===== config.mk =====
export PLATFORM = sky130hd
export DESIGN_NAME = ow_slot_gen
export DESIGN_NICKNAME = d
export VERILOG_FILES = /design/src/rtl/ow_pkg.sv /design/src/rtl/ow_sync.sv /design/src/rtl/ow_timer.sv /design/src/rtl/ow_slot_gen.sv
export SDC_FILE = /design/constraint.sdc
export NUM_CORES = 1
export LEC_CHECK = 0
export ABC_AREA = 1
export BUFFER_PORTS_ARGS = -buffer_cell sky130_fd_sc_hd__clkbuf_2
export CAP_MARGIN = 20
export CORE_ASPECT_RATIO = 1.25
export CORE_MARGIN = 2
export CORE_UTILIZATION = 45
export CTS_CLUSTER_DIAMETER = 120
export DETAILED_ROUTE_END_ITERATION = 7
export SLEW_MARGIN = 30
export SYNTH_ARGS = -nofsm -noshare
export SYNTH_HDL_FRONTEND = slang
export SYNTH_SLANG_ARGS = --single-unit

===== constraint.sdc =====
create_clock -name clk -period 9.17 [get_ports clk]
set_clock_uncertainty 0.05 [all_clocks]
set_input_delay 1.834 -clock clk [delete_from_list [all_inputs] [get_ports clk]]
set_output_delay 1.834 -clock clk [all_outputs]
set_load 0.005 [all_outputs]

===== src/rtl/ow_pkg.sv =====
package ow_pkg;

    typedef enum logic [1:0] {
        OP_RESET = 2'b00,
        OP_WRITE = 2'b01,
        OP_READ  = 2'b10,
        OP_TOUCH = 2'b11
    } ow_op_e;

    typedef enum logic [1:0] {
        K_RESET,
        K_WR0,
        K_WR1,
        K_READ
    } ow_kind_e;

    typedef enum logic [2:0] {
        ST_IDLE,
        ST_LOW,
        ST_WAIT_SAMPLE,
        ST_RECOVER,
        ST_DONE
    } ow_state_e;

    function automatic ow_kind_e decode_kind(input ow_op_e op, input logic b);
        ow_kind_e k;
        unique case (op)
            OP_RESET: k = K_RESET;
            OP_WRITE: k = b ? K_WR1 : K_WR0;
            OP_READ:  k = K_READ;
            OP_TOUCH: k = b ? K_READ : K_WR0;
        endcase
        return k;
    endfunction

    // Length of the low phase in microseconds.
    function automatic int low_us(input ow_kind_e k);
        int v;
        unique case (k)
            K_RESET: v = 500;
            K_WR0:   v = 60;
            K_WR1:   v = 6;
            K_READ:  v = 6;
        endcase
        return v;
    endfunction

    // Release-to-sample time in microseconds, 0 when the slot takes no sample.
    function automatic int sample_us(input ow_kind_e k);
        int v;
        unique case (k)
            K_RESET: v = 70;
            K_READ:  v = 9;
            K_WR0:   v = 0;
            K_WR1:   v = 0;
        endcase
        return v;
    endfunction

    // Released tail of the slot in microseconds.
    function automatic int recover_us(input ow_kind_e k);
        int v;
        unique case (k)
            K_RESET: v = 430;
            K_WR0:   v = 10;
            K_WR1:   v = 64;
            K_READ:  v = 55;
        endcase
        return v;
    endfunction

endpackage


===== src/rtl/ow_sync.sv =====
module ow_sync #(
    parameter int STAGES = 2
) (
    input  logic clk,
    input  logic rst_n,
    input  logic d,
    output logic q
);
    logic [STAGES-1:0] chain;

    always_ff @(posedge clk or negedge rst_n) begin
        if (!rst_n) chain <= '1;
        else        chain <= {chain[STAGES-2:0], d};
    end

    assign q = chain[STAGES-1];
endmodule


===== src/rtl/ow_timer.sv =====
module ow_timer #(
    parameter int W = 16
) (
    input  logic         clk,
    input  logic         rst_n,
    input  logic         load,
    input  logic [W-1:0] len,
    output logic         expired
);
    logic [W-1:0] cnt;

    always_ff @(posedge clk or negedge rst_n) begin
        if (!rst_n)          cnt <= '0;
        else if (load)       cnt <= len - 1'b1;
        else if (cnt != '0)  cnt <= cnt - 1'b1;
    end

    assign expired = (cnt == '0);
endmodule


===== src/rtl/ow_slot_gen.sv =====
module ow_slot_gen
    import ow_pkg::*;
#(
    parameter int CLKS_PER_US = 100,
    parameter int DELAY_COEF  = 1
) (
    input  logic       clk,
    input  logic       rst_n,
    input  logic       req_valid,
    input  logic [1:0] req_op,
    input  logic       req_bit,
    output logic       busy,
    output logic       done,
    output logic       rx_bit,
    output logic       bus_pull_low,
    input  logic       bus_in
);
    localparam int SCALE   = CLKS_PER_US * DELAY_COEF;
    localparam int MAX_CYC = 1000 * SCALE;
    localparam int TW      = $clog2(MAX_CYC + 1);

    ow_state_e       state_q, state_d;
    ow_kind_e        kind_q, kind_d;
    logic            rx_q;
    logic            line_sync;
    logic            tmr_load, tmr_expired;
    logic [TW-1:0]   tmr_len;

    function automatic logic [TW-1:0] to_cycles(input int us);
        return TW'(us * SCALE);
    endfunction

    ow_sync #(.STAGES(2)) u_sync (
        .clk   (clk),
        .rst_n (rst_n),
        .d     (bus_in),
        .q     (line_sync)
    );

    ow_timer #(.W(TW)) u_timer (
        .clk     (clk),
        .rst_n   (rst_n),
        .load    (tmr_load),
        .len     (tmr_len),
        .expired (tmr_expired)
    );

    // Next-state and phase timer loading.
    always_comb begin
        state_d  = state_q;
        kind_d   = kind_q;
        tmr_load = 1'b0;
        tmr_len  = '0;
        unique case (state_q)
            ST_IDLE: begin
                if (req_valid) begin                       // accept
                    kind_d   = decode_kind(ow_op_e'(req_op), req_bit);
                    state_d  = ST_LOW;
                    tmr_load = 1'b1;
                    tmr_len  = to_cycles(low_us(kind_d));
                end
            end
            ST_LOW: begin
                if (tmr_expired) begin
                    tmr_load = 1'b1;
                    if (sample_us(kind_q) != 0) begin      // to_sample
                        state_d = ST_WAIT_SAMPLE;
                        tmr_len = to_cycles(sample_us(kind_q));
                    end else begin                         // to_recover_direct
                        state_d = ST_RECOVER;
                        tmr_len = to_cycles(recover_us(kind_q));
                    end
                end
            end
            ST_WAIT_SAMPLE: begin
                if (tmr_expired) begin                     // sample_taken
                    state_d  = ST_RECOVER;
                    tmr_load = 1'b1;
                    tmr_len  = to_cycles(recover_us(kind_q));
                end
            end
            ST_RECOVER: begin
                if (tmr_expired) state_d = ST_DONE;        // finish
            end
            ST_DONE: state_d = ST_IDLE;                    // retire
            default: state_d = ST_IDLE;
        endcase
    end

    // State register, slot kind and returned bit.
    always_ff @(posedge clk or negedge rst_n) begin
        if (!rst_n) begin
            state_q <= ST_IDLE;
            kind_q  <= K_WR0;
            rx_q    <= 1'b0;
        end else begin
            state_q <= state_d;
            kind_q  <= kind_d;
            if (state_q == ST_IDLE && req_valid)
                rx_q <= 1'b0;
            else if (state_q == ST_WAIT_SAMPLE && tmr_expired)
                rx_q <= line_sync;
        end
    end

    // Outputs decoded from the state.
    always_comb begin
        bus_pull_low = (state_q == ST_LOW);
        busy         = (state_q != ST_IDLE);
        done         = (state_q == ST_DONE);
        rx_bit       = rx_q;
    end

endmodule


# ---- Word level (Yosys, flattened, before mapping)
# Index checks and enable logic that the tools add are counted.
dict set report word_totals {
  inputBits 7
  out_inout_bits 4
  elab_cells 83
  ff_bits 25
}
dict set report op_classes {
  reduce_logical 17
  n_eq_ne 17
  mul 4
  addsub 2
  muxes 38
}
# op count
set op_table {}
lappend op_table {{32-bit 2-to-1 mux} 12}
lappend op_table {{32-bit one-hot mux with 3 select lines} 2}
lappend op_table {{32-bit by 6-bit multiplier with 15-bit output, second input constant} 4}
lappend op_table {{32-bit one-hot mux with 4 select lines} 1}
lappend op_table {{17-bit 2-to-1 mux} 6}
lappend op_table {{17-bit one-hot mux with 3 select lines} 1}
lappend op_table {{17-bit by 1-bit subtractor with 17-bit output, second input constant} 2}
lappend op_table {{32-bit nonzero test} 1}
lappend op_table {{17-bit logical NOT} 1}
lappend op_table {{17-bit nonzero test} 1}
lappend op_table {{2-bit equality test, second input constant} 6}
lappend op_table {{3-bit 2-to-1 mux} 4}
lappend op_table {{3-bit one-hot mux with 4 select lines} 1}
lappend op_table {{2-bit 2-to-1 mux} 4}
lappend op_table {{2-bit one-hot mux with 4 select lines} 1}
lappend op_table {{2-bit by 1-bit equality test with 1-bit output, second input constant} 3}
lappend op_table {{3-bit by 2-bit equality test with 1-bit output, second input constant} 2}
lappend op_table {{2-bit logical NOT} 3}
lappend op_table {{2-bit inequality test, second input constant} 3}
lappend op_table {{2-bit OR reduction} 3}
lappend op_table {{1-bit 2-to-1 mux} 5}
lappend op_table {{4-bit AND reduction} 1}
lappend op_table {{2-bit nonzero test} 2}
lappend op_table {{3-bit by 1-bit equality test with 1-bit output, second input constant} 1}
lappend op_table {{7 further kinds} 8}

# ---- Depth between registers and ports, before layout
dict set report logic_depth {
  ltp_word 15
  depth_mapped 19
  ltp_nobuf 18
}

# ---- By module
# Synthesis repeated with hierarchy kept, for this count alone.
dict set report hier_totals {
  hier_cells 320
  area_unflattened_um2 2215.9
}
# mod n_inst seq_area_each_um2 cells_each area_per_inst_um2
set modules_own_cells {}
lappend modules_own_cells {ow_timer 1 425.4 191 1257.5}
lappend modules_own_cells {ow_slot_gen 1 151.4 127 905.9}
lappend modules_own_cells {ow_sync 1 52.6 2 52.6}

# ---- Worst setup path after synthesis
# Ideal clock, no wire load.
dict set report synth_path {
  kind {input-to-reg}
  startpoint {in req_valid}
  endpoint {reg u_timer.cnt[8]}
  setup_time_ns 0.132
  path_slack_ns 5.715
  path_buffers 1
  arrival_time_ns 3.273
  required_time_ns 8.988
  cell_stages 14
  path_cell_list {inv_1 nor2_4 inv_2 nand2_4 buf_8 inv_2 nand2_1 ha_1 inv_1 nor2_1 nand2_1 nor2_1 xor2_1 nor2_1}
}
dict set report synth_via {
  elab_chain_cells 4
  word_cells_on_any_way 7
  classes_between {1 x add/sub; 5 x mux; 1 x reduce/logical}
}
# element line
set synth_rtl {}
lappend synth_rtl {{from (decl)} ow_slot_gen.sv:9} ;# input logic req_valid,
lappend synth_rtl {{17-bit 2-to-1 mux} ow_slot_gen.sv:56} ;# if (req_valid) begin
lappend synth_rtl {{17-bit one-hot mux with 3 select lines} ow_slot_gen.sv:54} ;# unique case (state_q)
lappend synth_rtl {{17-bit by 1-bit subtractor with 17-bit output} ow_timer.sv:14} ;# else if (load) cnt <= len - 1'b1;
lappend synth_rtl {{17-bit 2-to-1 mux} ow_timer.sv:14}
lappend synth_rtl {{to (signal assigned)} ow_timer.sv:14}
lappend synth_rtl {{to (signal assigned)} ow_timer.sv:15} ;# else if (cnt != '0) cnt <= cnt - 1'b1;
lappend synth_rtl {{to (decl)} ow_timer.sv:10} ;# logic [W-1:0] cnt;
# Several ways; a longest one is shown, not always the timed one.
# A chain may end at the register's enable or synchronous reset.

# ---- Worst setup path after layout
dict set report layout_path {
  startpoint {in req_valid}
  endpoint {reg u_timer.cnt[12]}
}
# The elaborated chain is that of the path after synthesis.

==> results.md <==
* Outcome: finished clean
* CP delay by family, top: simple AND/OR/NAND/NOR gates
* GRT Total Usage at 20.97%
* GP Congestion at 0.9797
* Hold Buf Count CTS at 0
* Vias in the first global route at 2021
* Area Overhead vs Synth at 4.139%
* CTS root buf: clkbuf_8
* Post-synthesis net count at 380
* Latest clock arrival within the worst-skew pair at 270 ps
* Non-filler cells, final at 424
* Worst EP arrival at 3660 ps
* Area of the multi-input gates at 1506 um2
* FILL cells at 536
* Die X at 69.57 um
* Postcts setup bufs at 0
* Die area at 5981 um2
* Final setup violating endpoints at 0
* Power per cell area at 329.9 nW/um2
* Via density per instance at 5.163
* Pre-CTS setup slack at 5383 ps
* Final WS setup at 5666 ps
* Synth warn at 0
* Crit-path max FO at 15
* Most common cell after layout, fill and taps aside: nand2_1
* Worst-case vdd ir drop at 159.0 uV
* CTS max path bufs at 2
* Rows at 29
* Slew HR at 57.49%
* DRC violation count after routing at 0
* Flop and latch count out of synthesis at 25
* Max-Cap Viols at 0
* TritonCTS buffer count at 3
* Placed cell count at 420
* Number of antenna repair diodes at 0
* Final wirelength at 5952 um
* Initial Util at 47.27%
* P_leak at 1.306 nW
* Post-CTS sizing at 0
* Share of cells above drive strength 1 at 15.75%
* Crit path required time at 9320 ps
* Io pins at 11
* Post-DP HPWL at 4728 um
* Routed vias at 2189
* Largest net degree at the start of global routing at 26
* Clk sinks at 25
* Worst min-delay path class: flip-flop to flip-flop
* Unrepaired setup endpoints after global routing: no
* Worst slew pin tran at 637.7 ps
* Post-layout minimum cycle time at 3504 ps
* Avg Inst Size Synth at 6.756 um2
* Max frequency at 285.4 MHz
* Reg area at 629.4 um2
* Initial antenna violation count at 0
* Final period utilization at 38.21%
* Final Hold Fails at 0
* Nets at 385
* CP Capture Type: flip-flop
* Setup CP Type: primary input to flip-flop
* H-tree Lvls at 1
* Total chip power at 830.8 uW
* Grt ovf at 0
* CP startpoint kind: primary input
* Synth unique cells at 36
* CP Cell Sequence: clkbuf_2, inv_1, nor2_4, inv_2, nand2_4, inv_2, nand2_1, ha_1, inv_1, nor2_1, nand2_1, nor2_4, nand2_2, o21ai_1, nand2_1, nor2_1
* Sequential area share after synthesis at 26.02%
* Worst Path Buf+Inv at 5
* Drt wl/cell at 14.04 um
* Die extent in y at 85.97 um
* DR pass1 iterations at 4
* Detail Route Antenna Nets at 0
* First-pass GRT wire length at 9880 um
* Fin Hold WS at 309.8 ps
* Post-synthesis cell area at 2419 um2
* TritonCTS clock tree: built
* # port buffers at 10
* TNS Setup at 0 ps
* Final Max Tran Viols at 0
* Syn Inst Count at 358
* Slowest-stage cell, CP: nand2_4
* Initial DRC count at 235
* Clk slew on worst S/H paths at 90 ps
* Most frequent cells in the layout: nand2_1, nor2_1, inv_1
* Largest stage delay, worst path at 200 ps
* Core Region at 5116 um2
* Most frequent CP cell: nand2_1
## registers in the layout, summed over array words and instances, names as in the netlist
| register | cells |
|---|---|
| u_timer.cnt | 17 |
| state_q | 3 |
| kind_q | 2 |
| u_sync.chain | 2 |
| rx_bit | 1 |
## metrics by stage
| stage | utilization (%) | cell area (um2) |
|---|---|---|
| floorplan | - | 2419 |
| global placement | 48.35 | 2474 |
| detailed placement | 48.35 | 2474 |
| CTS | 49.23 | 2519 |
| global route | 49.23 | 2519 |
| finish | 49.23 | 2519 |
## power breakdown
| group | total (mW) | switching, mW | internal (mW) |
|---|---|---|---|
| logic | 0.573 | 0.385 | 0.188 |
| clock network | 0.0687 | 0.0376 | 0.0312 |
| registers | 0.190 | 0.0334 | 0.156 |
## path summary, 6_finish.rpt
kind,from,endpoint,slack [ps],cells past startpoint
max in group asynchronous,rst_n,u_timer.cnt[9],7150,1
min in group asynchronous,rst_n,u_timer.cnt[13],1510,1
min,u_sync.chain[0],u_sync.chain[1],310,0
min reg2reg,u_sync.chain[0],u_sync.chain[1],310,0
max,req_valid,u_timer.cnt[12],5670,16
max reg2reg,kind_q[0],u_timer.cnt[15],6000,17
## area by class of cell
| cell class | instances | share of cell area (%) |
|---|---|---|
| well taps | 62 | 3.080 |
| flip-flops and latches | 25 | 24.99 |
| repair buffers | 10 | 1.987 |
| clock buffers | 4 | 1.788 |
| inverters | 56 | 8.346 |
| multi-input cells | 267 | 59.81 |
## Yosys cell counts (all sizes together)
master   n  area, um2
nand2   73      301.5
nor2    71      351.6
inv     56      210.2
nand3   38      230.2
dfrtp   22      550.5
nand4   21      131.4
a21oi   15      86.34
ha      14      175.2
o21ai   14      70.06
buf      8      65.06
or2      4      25.03
dfstp    3      78.83
o21a     3      22.52
xor2     3      26.28
clkbuf   2      7.510
nand3b   2      15.01
nor3     2      10.01
o21bai   2      15.01
a22oi    1      7.510
conb     1      3.750
fa       1      20.02
nor4     1      6.260
xnor2    1      8.760
## cell families after synthesis
group           count (synthesis)  synth area share (%)
buf+inv                        66                 11.69
fa+ha+maj                      15                 8.070
other cells                     1                0.1551
flops                          25                 26.02
simple gates                  212                 44.28
compound gates                 35                 8.329
xor+xnor                        4                 1.449
## worst reg2reg max path, delay by kind of cell, from the launching register on
family	cells	cell delay (ps)
buffers and inverters	1	110
AND/OR/NAND/NOR	13	1520
flip-flops	1	570
adder cells (fa/ha/maj)	3	810
## routing by layer
| layer | part of all wire [%] | track usage, % | vias up |
|---|---|---|---|
| met4 | 3.8 | 10.70 | 0 |
| li1 | - | - | 1152 |
| met1 | 44 | 27.23 | 977 |
| met5 | 0 | 0 | - |
| met3 | 3.4 | 2.115 | 16 |
| met2 | 49 | 34.70 | 44 |
No activity file was read; power rests on OpenSTA's default activity.
